==> config.mk <==
export PLATFORM = sky130hd
export DESIGN_NAME = pfd_antidz
export DESIGN_NICKNAME = d
export VERILOG_FILES = /design/src/rtl/pfd_pkg.sv /design/src/rtl/pfd_edge_sync.sv /design/src/rtl/pfd_core.sv /design/src/rtl/pfd_lock_mon.sv /design/src/rtl/pfd_antidz.sv
export SDC_FILE = /design/constraint.sdc
export NUM_CORES = 1
export LEC_CHECK = 0
export ABC_AREA = 1
export BUFFER_PORTS_ARGS = -buffer_cell sky130_fd_sc_hd__buf_2
export CELL_PAD_IN_SITES_DETAIL_PLACEMENT = 0
export CELL_PAD_IN_SITES_GLOBAL_PLACEMENT = 1
export CORE_MARGIN = 4
export CORE_UTILIZATION = 43
export DETAILED_ROUTE_END_ITERATION = 10
export GPL_TIMING_DRIVEN = 0
export PLACE_DENSITY = 0.86
export REMOVE_ABC_BUFFERS = 1
export SKIP_CTS_REPAIR_TIMING = 1
export SYNTH_ARGS = -nofsm -noshare
export SYNTH_HDL_FRONTEND = slang
export SYNTH_SLANG_ARGS = --single-unit
==> constraint.sdc <==
create_clock -name clk -period 1.6 [get_ports clk]
set_clock_uncertainty 0.15 [all_clocks]
set_input_delay 0.24 -clock clk [delete_from_list [all_inputs] [get_ports clk]]
set_output_delay 0.24 -clock clk [all_outputs]
set_load 0.02 [all_outputs]
==> src/rtl/pfd_pkg.sv <==
package pfd_pkg;

    typedef struct packed {
        logic up;
        logic dn;
    } pump_pair_t;

    // Width needed to hold the value n (at least one bit).
    function automatic int unsigned bits_for(int unsigned n);
        return (n < 2) ? 1 : $clog2(n + 1);
    endfunction

endpackage

==> src/rtl/pfd_edge_sync.sv <==
module pfd_edge_sync #(
    parameter int STAGES = 2
) (
    input  logic clk,
    input  logic rst,
    input  logic din,
    output logic rise
);
    typedef struct packed {
        logic [STAGES:0] sh;
    } sync_st_t;

    sync_st_t st_d, st_q;

    always_comb begin
        st_d    = st_q;
        st_d.sh = {st_q.sh[STAGES-1:0], din};
        rise    = st_q.sh[STAGES-1] & ~st_q.sh[STAGES];
    end

    always_ff @(posedge clk) begin
        if (rst) st_q <= '0;
        else     st_q <= st_d;
    end

    // a detected rise lasts a single cycle
    p_rise_single_r6: assert property (@(posedge clk) disable iff (rst)
        rise |=> !rise);

endmodule

==> src/rtl/pfd_core.sv <==
module pfd_core
    import pfd_pkg::*;
#(
    parameter int MIN_W = 2
) (
    input  logic       clk,
    input  logic       rst,
    input  logic       rise_ref,
    input  logic       rise_fb,
    output pump_pair_t pumps,
    output logic       flag_up,
    output logic       flag_dn
);
    localparam int CNT_W = bits_for(MIN_W);
    localparam logic [CNT_W-1:0] LOAD = CNT_W'(MIN_W);

    typedef struct packed {
        logic             up;
        logic             dn;
        logic [CNT_W-1:0] cnt;
    } core_st_t;

    core_st_t st_d, st_q;
    logic     both;
    logic     stretch_on;

    generate
        if (MIN_W == 0) begin : g_no_stretch
            assign stretch_on = 1'b0;
        end else begin : g_stretch
            assign stretch_on = (st_q.cnt != '0);
        end
    endgenerate

    always_comb begin
        st_d = st_q;
        both = st_q.up & st_q.dn;
        if (both) begin
            st_d.up  = rise_ref;
            st_d.dn  = rise_fb;
            st_d.cnt = LOAD;
        end else begin
            st_d.up  = st_q.up | rise_ref;
            st_d.dn  = st_q.dn | rise_fb;
            if (st_q.cnt != '0) st_d.cnt = st_q.cnt - 1'b1;
        end
        pumps.up = st_q.up | stretch_on;
        pumps.dn = st_q.dn | stretch_on;
        flag_up  = st_q.up;
        flag_dn  = st_q.dn;
    end

    always_ff @(posedge clk) begin
        if (rst) st_q <= '0;
        else     st_q <= st_d;
    end

    // both flags clear one clock after both are set
    p_clear_r10: assert property (@(posedge clk) disable iff (rst)
        (flag_up && flag_dn && !(rise_ref && rise_fb)) |=> !(flag_up && flag_dn));
    // the injected pulse follows every clear on both outputs
    p_min_pulse_r5: assert property (@(posedge clk) disable iff (rst)
        (flag_up && flag_dn && (MIN_W > 0)) |=> (pumps.up && pumps.dn));
    // a lone up flag persists until a feedback edge arrives
    p_flag_hold_r7: assert property (@(posedge clk) disable iff (rst)
        (flag_up && !flag_dn && !rise_fb) |=> flag_up);

endmodule

==> src/rtl/pfd_lock_mon.sv <==
module pfd_lock_mon
    import pfd_pkg::*;
#(
    parameter int LOCK_N = 16,
    parameter int DIFF_W = 8
) (
    input  logic clk,
    input  logic rst,
    input  logic flag_up,
    input  logic flag_dn,
    output logic locked
);
    localparam int GOOD_W = bits_for(LOCK_N);
    localparam logic [GOOD_W-1:0] GOOD_MAX = GOOD_W'(LOCK_N);

    typedef struct packed {
        logic [DIFF_W-1:0] diff;
        logic [GOOD_W-1:0] good;
    } lock_st_t;

    lock_st_t st_d, st_q;
    logic     cmp_done;

    always_comb begin
        st_d     = st_q;
        cmp_done = flag_up & flag_dn;
        if (cmp_done) begin
            st_d.diff = '0;
            if (st_q.diff <= DIFF_W'(1)) begin
                if (st_q.good != GOOD_MAX) st_d.good = st_q.good + 1'b1;
            end else begin
                st_d.good = '0;
            end
        end else if ((flag_up ^ flag_dn) && (st_q.diff != '1)) begin
            st_d.diff = st_q.diff + 1'b1;
        end
        locked = (st_q.good == GOOD_MAX);
    end

    always_ff @(posedge clk) begin
        if (rst) st_q <= '0;
        else     st_q <= st_d;
    end

    // a large-error comparison drops lock on its clearing edge
    p_lock_drop_r9: assert property (@(posedge clk) disable iff (rst)
        (cmp_done && st_q.diff > DIFF_W'(1)) |=> !locked);
    // lock only rises on the clear of a good comparison
    p_lock_rise_r8: assert property (@(posedge clk) disable iff (rst)
        $rose(locked) |-> $past(cmp_done && st_q.diff <= DIFF_W'(1)));

endmodule

==> src/rtl/pfd_antidz.sv <==
module pfd_antidz
    import pfd_pkg::*;
#(
    parameter int MIN_W  = 2,
    parameter int LOCK_N = 16,
    parameter int DIFF_W = 8
) (
    input  logic clk,
    input  logic rst,
    input  logic ref_in,
    input  logic fb_in,
    output logic pump_up,
    output logic pump_dn,
    output logic locked
);
    localparam int N_IN = 2;

    logic [N_IN-1:0] raw_in;
    logic [N_IN-1:0] rise;
    pump_pair_t      pumps;
    logic            flag_up, flag_dn;

    assign raw_in = {fb_in, ref_in};

    generate
        for (genvar i = 0; i < N_IN; i++) begin : g_sync
            pfd_edge_sync #(.STAGES(2)) u_sync (
                .clk  (clk),
                .rst  (rst),
                .din  (raw_in[i]),
                .rise (rise[i])
            );
        end
    endgenerate

    pfd_core #(.MIN_W(MIN_W)) u_core (
        .clk      (clk),
        .rst      (rst),
        .rise_ref (rise[0]),
        .rise_fb  (rise[1]),
        .pumps    (pumps),
        .flag_up  (flag_up),
        .flag_dn  (flag_dn)
    );

    pfd_lock_mon #(.LOCK_N(LOCK_N), .DIFF_W(DIFF_W)) u_lock (
        .clk     (clk),
        .rst     (rst),
        .flag_up (flag_up),
        .flag_dn (flag_dn),
        .locked  (locked)
    );

    assign pump_up = pumps.up;
    assign pump_dn = pumps.dn;

    // outputs idle right after reset
    p_reset_idle_r1: assert property (@(posedge clk)
        rst |=> (!pump_up && !pump_dn && !locked));

endmodule

---- Word-level counts from Yosys, hierarchy flattened ----
Cells that the tools add are included.
storage, ports and cells
  register bits after elaboration ......... 23
  output and inout bits ................... 3
operators by class
  add/subtract/negate cells ............... 3
  order comparisons ....................... 1
  eq/ne operators ......................... 4
  multiplexer cells ....................... 4
  bitwise gates (word level) .............. 10
  reduce and logical (&&, ||, !) cells .... 5
operators by type and width
  kind                                                             count
  2-to-1 mux 5 bit                                                 2
  adder 8 x 1 -> 8 bit (second input constant)                     1
  less-or-equal comparator 8 x 1 -> 1 bit (second input constant)  1
  inequality test 8 bit (second input constant)                    1
  adder 5 x 1 -> 5 bit (second input constant)                     1
  == test 5 bit (second input constant)                            1
  inequality test 5 bit (second input constant)                    1
  2-to-1 mux 4 bit                                                 1
  OR 1 bit                                                         4
  nonzero test 2 bit                                               2
  AND 1 bit                                                        3
  2-to-1 mux 2 bit                                                 1
  inequality test 2 bit (second input constant)                    1
  NOT 1 bit                                                        2
  AND reduction 2 bit                                              1
  OR reduction 2 bit                                               1
  subtractor 2 x 1 -> 2 bit (second input constant)                1
  logical AND 1 bit                                                1
  bitwise XOR 1 bit                                                1

---- Depth between registers and ports, before layout ----
  depth after elaboration ................. 4
  depth in mapped cells ................... 10
  depth with buffers taken out ............ 10

---- Modules after synthesis ----
Synthesis repeated with hierarchy kept, for this count alone.
second synthesis, totals
  cell total of the unflattened synthesis .. 166
  area total of the unflattened synthesis .. 1184.9 um^2
by module, submodules not included
  module         instances  cells each  area an instance (um^2)
  pfd_lock_mon   1          124         857.1
  pfd_edge_sync  2          10          86.3
  pfd_core       1          22          155.1

---- Worst setup path after synthesis ----
No wires, ideal clock.
  path kind ............................... reg-to-reg
  from .................................... reg u_lock.st_q[5] (netlist bit)
  to ...................................... reg u_lock.st_q[1] (netlist bit)
  arrival time ............................ 1.100 ns
  data required time ...................... 1.322 ns
  setup slack ............................. 0.222 ns
  stages on the path, launching flop included .. 11
  path buffers ............................ 0
  period minus slack after synthesis ...... 1.378 ns
  path through ............................ dfxtp_1 -> inv_1 -> ha_1 -> nor2_1 -> nor2_1 -> nand2_1 -> nand2_1 -> nand2_1 -> nand2_1 -> nand2_1 -> nor2_1
between the ends
  word-level cells in the longest chain between the ends .. 3
  elaborated cells on any way between the ends .. 4
  classes of those cells .................. 1 x order compare; 1 x eq/ne; 1 x mux; 1 x reduce/logical
RTL lines
  element                                    RTL line            source
  from (decl)                                pfd_lock_mon.sv:21  lock_st_t st_d, st_q;
  from (signal assigned)                     pfd_lock_mon.sv:42  else st_q <= st_d;
  less-or-equal comparator 8 x 1 -> 1 bit *  pfd_lock_mon.sv:29  if (st_q.diff <= DIFF_W'(1)) begin
  inequality test 2 bit (no source line)     n/a
  AND reduction 2 bit (no source line)       n/a
Mark *: on every way between the ends. The rest lies on a longest branch, timed or not.
A chain may end at the register's enable or synchronous reset.

---- Worst setup path after layout ----
  from .................................... reg u_lock.st_q[0] (netlist bit)
  to ...................................... out locked
between the ends
  word-level cells in the longest chain between the ends .. 1
RTL lines
  element        RTL line            source
  == test 5 bit  pfd_lock_mon.sv:37  locked = (st_q.good == GOOD_MAX);
  to (decl)      pfd_antidz.sv:14    output logic locked
No other way between the ends.

==> impl_summary.log <==
INFO  metric top_cell_type_s_share_of_synthesized_area = between 30% and 40%
INFO  metric areaGrowthSynthToFinish = 20.4%
INFO  metric holdCritPathClass = in -> reg
INFO  metric synth_largest_area_cell = sky130_fd_sc_hd__dfxtp_1
INFO  metric die_area = around 0.0037 sq mm
INFO  metric critical_path_cell_by_cell = inv_2, ha_2, nand3_2, inv_2, buf_6
INFO  metric synth.top_cells.by_count = sky130_fd_sc_hd__nand2_1 (36), sky130_fd_sc_hd__inv_1 (29), sky130_fd_sc_hd__dfxtp_1 (23), sky130_fd_sc_hd__nor2_1 (18), sky130_fd_sc_hd__nand3_1 (11)
INFO  metric final.min_clock_period = 1.55 ns
INFO  metric synth.most_common_cell = sky130_fd_sc_hd__nand2_1
INFO  metric critical_path_peak_fanout = 4
INFO  metric initial_core_util = roughly 46%
INFO  metric critPathMostFrequentCell = sky130_fd_sc_hd__inv_2
INFO  metric worstSetupStartpointType = flip-flop
INFO  metric h-tree-depth = 1
INFO  metric synth.cell_area = around 0.0012 sq mm
INFO  metric fin_tns_setup = 0 ns
INFO  metric vdd_drop_max = about 630 uV
INFO  metric critical_path.endpoint_type = primary output
INFO  metric routed_len_inst = roughly 11 microns
INFO  metric detail_route.iter0.violations = 25
INFO  metric synth_top_cells_by_area = sky130_fd_sc_hd__dfxtp_1 (39%), sky130_fd_sc_hd__nand2_1 (11%), sky130_fd_sc_hd__inv_1 (9.1%)
INFO  metric synth-seq-area-share = approximately two fifths
INFO  metric critPathMaxStageDelay = approximately 0.38 ns
INFO  metric clock_path_buffers = 2
INFO  metric grt_pass1_wl = about 3.6 mm
INFO  metric clock_latency_at_the_later_pin_of_the_worst_skew_pair = between 0.3 and 0.4 ns
INFO  metric power.density_cell_area = around 700 mW/mm^2
INFO  metric largest_net_degree_at_the_start_of_global_routing = 16
INFO  metric run_status = finished clean
INFO  metric worst-endpoint-required = around 1.2 ns
INFO  metric numClockSinks = 23
INFO  metric antenna_found_initial = 0
INFO  metric number_of_synthesized_flops_with_an_enable_pin = 0
INFO  metric vias = about 1000
INFO  metric first_global_vias = slightly below 900
INFO  metric drt_pre_antenna_iters = 4
INFO  metric finish.net_count = ~190
INFO  metric timing.final.hold_violations = 0
INFO  metric slowest_cell_on_the_critical_path = sky130_fd_sc_hd__dfxtp_4
INFO  metric synth-warning-count = 0
INFO  metric cts-buffers-inserted = 3
INFO  metric finalWorstSetupSlack = 0.0544 ns
INFO  metric critical_path.top_delay_family = flip-flops
INFO  metric cts_root_buf = sky130_fd_sc_hd__clkbuf_4
INFO  metric ant_cells = 0
INFO  metric io-pin-count = 7
INFO  metric finalSetupViolCount = 0
INFO  metric fin_hold_ws = ~0.12 ns
INFO  metric cp_data_arrival_time = 1.16 ns
INFO  metric place_inst = around 200
INFO  metric dp_slack = 0.0512 ns
INFO  metric worst_slew_pin_slew = 0.318 ns
INFO  metric die_w = 60.7 microns
INFO  metric synth_top_flop_cell = sky130_fd_sc_hd__dfxtp_1
INFO  metric post_synth_arst_share = 0%
INFO  metric place_congestion = around 0.76
INFO  metric timing_max_transition_violations_final = 0
INFO  metric drt-total-wl = roughly 2.3 mm
INFO  metric ant_nets = 0
INFO  metric final.fill_count = roughly 270
INFO  metric cp.buffers_inverters = 3
INFO  metric syn_inst_count = approximately 160
INFO  metric ratio_of_cells_with_drive_above_1_in_the_final_layout = 26.8%
INFO  metric syn_avg_cell_area = ~7.3 sq um
INFO  metric dp.final_hpwl = 1.49 mm
INFO  metric leakagePower = 0.634 nW
INFO  metric drv_cap = 0
INFO  metric gr-usage-all-layers = approximately 13%
INFO  metric max-slew-margin-rel = 78.8%
INFO  metric core_region_area = roughly 0.0026 sq mm
INFO  metric die-height = slightly above 60 microns
INFO  metric cts_tree = yes
INFO  metric max_freq = about 650 MHz
INFO  metric vias_cell = between 4 and 5
INFO  metric path_class = reg -> out
INFO  metric clk_transition_reported_paths = between 0.1 and 0.15 ns
INFO  metric drt_drc_violations_left = 0
INFO  metric fin_cells = roughly 210
INFO  metric overflow = 0
INFO  metric yosys.cell_types.count = 21
INFO  metric placement_rows = 18
INFO  metric period_share = a little over nine tenths
INFO  metric placement.io_buffers = 6
INFO  metric flop_and_latch_count_out_of_synthesis = 23
-- where the power goes --
group          total, mW  switching [mW]  internal (mW)
clock network      0.265           0.172         0.0934
logic              0.140          0.0834         0.0564
registers          0.603          0.0139          0.589
-- sequential cells by signal, summed over array words and instances, names as in the netlist --
name and cells:
g_sync.u_sync.st_q 6, u_core.flag_dn 1, u_core.flag_up 1, u_core.st_q 2, u_lock.st_q 13
-- layout make-up --
| type | count | area, sq um | share of cell area, % |
|---|---|---|---|
| clock inverters | 1 | 5.00 | 0.348 |
| repair buffers | 16 | 116 | 8.09 |
| multi-input cells | 110 | 667 | 46.4 |
| flip-flops and latches | 23 | 474 | 33.0 |
| well taps | 30 | 37.5 | 2.61 |
| inverters | 30 | 115 | 8.01 |
| clock buffers | 3 | 22.5 | 1.57 |
-- placed cells by master (no fill, tap or decap) --
master                          instances
sky130_fd_sc_hd__buf_2                  5
sky130_fd_sc_hd__a21oi_1               10
sky130_fd_sc_hd__nor2_4                 5
sky130_fd_sc_hd__ha_1                   3
sky130_fd_sc_hd__o21ai_0                2
sky130_fd_sc_hd__buf_6                  1
sky130_fd_sc_hd__clkbuf_4               3
sky130_fd_sc_hd__nand4_1                6
sky130_fd_sc_hd__ha_2                   2
sky130_fd_sc_hd__nand2_4                2
sky130_fd_sc_hd__o32ai_1                2
sky130_fd_sc_hd__dfxtp_4                3
sky130_fd_sc_hd__nor2_2                 2
sky130_fd_sc_hd__dfxtp_2                2
sky130_fd_sc_hd__nor2_1                17
sky130_fd_sc_hd__buf_4                  8
sky130_fd_sc_hd__nor3_1                 3
sky130_fd_sc_hd__xor2_1                 2
sky130_fd_sc_hd__dfxtp_1               18
sky130_fd_sc_hd__nand3_2                1
sky130_fd_sc_hd__ha_4                   1
sky130_fd_sc_hd__inv_2                  5
sky130_fd_sc_hd__xor2_2                 1
sky130_fd_sc_hd__inv_1                 24
sky130_fd_sc_hd__a21boi_4               2
sky130_fd_sc_hd__clkinv_2               1
sky130_fd_sc_hd__nand3_1               11
sky130_fd_sc_hd__nand2_1               34
sky130_fd_sc_hd__inv_4                  1
sky130_fd_sc_hd__dlygate4sd3_1          2
sky130_fd_sc_hd__nand2_2                4
-- metal layers --
metal  global-route usage (%)  wire [microns]  share of wire (%)  vias to the layer above
met5                        0               0                  0                        -
met4                     5.57              38                1.7                        0
met3                     2.55              66                2.9                        5
met2                     19.5            1080                 47                       14
met1                     18.0            1110                 48                      470
li1                         -               -                  -                      553
-- stage by stage --
step	util, %	instance area (sq um)	total power [mW]
2_1_floorplan	-	1180	0.695
3_3_place_gp	48.5	1250	0.724
3_5_place_dp	48.5	1250	0.726
4_1_cts	49.6	1270	0.992
5_1_grt	56.0	1440	1.07
6_report	56.0	1440	1.01
-- cells by family (layout without fill, tap and decap cells) --
group                      count (synthesis)  after routing  share of synthesized area (%)
AOI/OAI and AO/OA                         15             16                           8.07
xor gates and xnor gates                   3              3                           2.20
adders and majority gates                  6              6                           6.29
buffers and inverters                     32             50                           10.7
DFF                                       23             23                           38.6
and+or+nand+nor                           85             85                           34.2
-- worst paths after layout --
kind         slack (ns)                                start  cells past startpoint                             endpoint
max                0.05          u_lock.st_q[0]$_SDFFE_PP0P_                      5                               locked
min                0.12                                  rst                      2  g_sync[0].u_sync.st_q[1]$_SDFF_PP0_
max reg2reg        0.07          u_lock.st_q[0]$_SDFFE_PP0P_                      8          u_lock.st_q[0]$_SDFFE_PP0P_
min reg2reg        0.26  g_sync[1].u_sync.st_q[0]$_SDFF_PP0_                      2  g_sync[1].u_sync.st_q[1]$_SDFF_PP0_
Power figures use the tool's default switching activity.
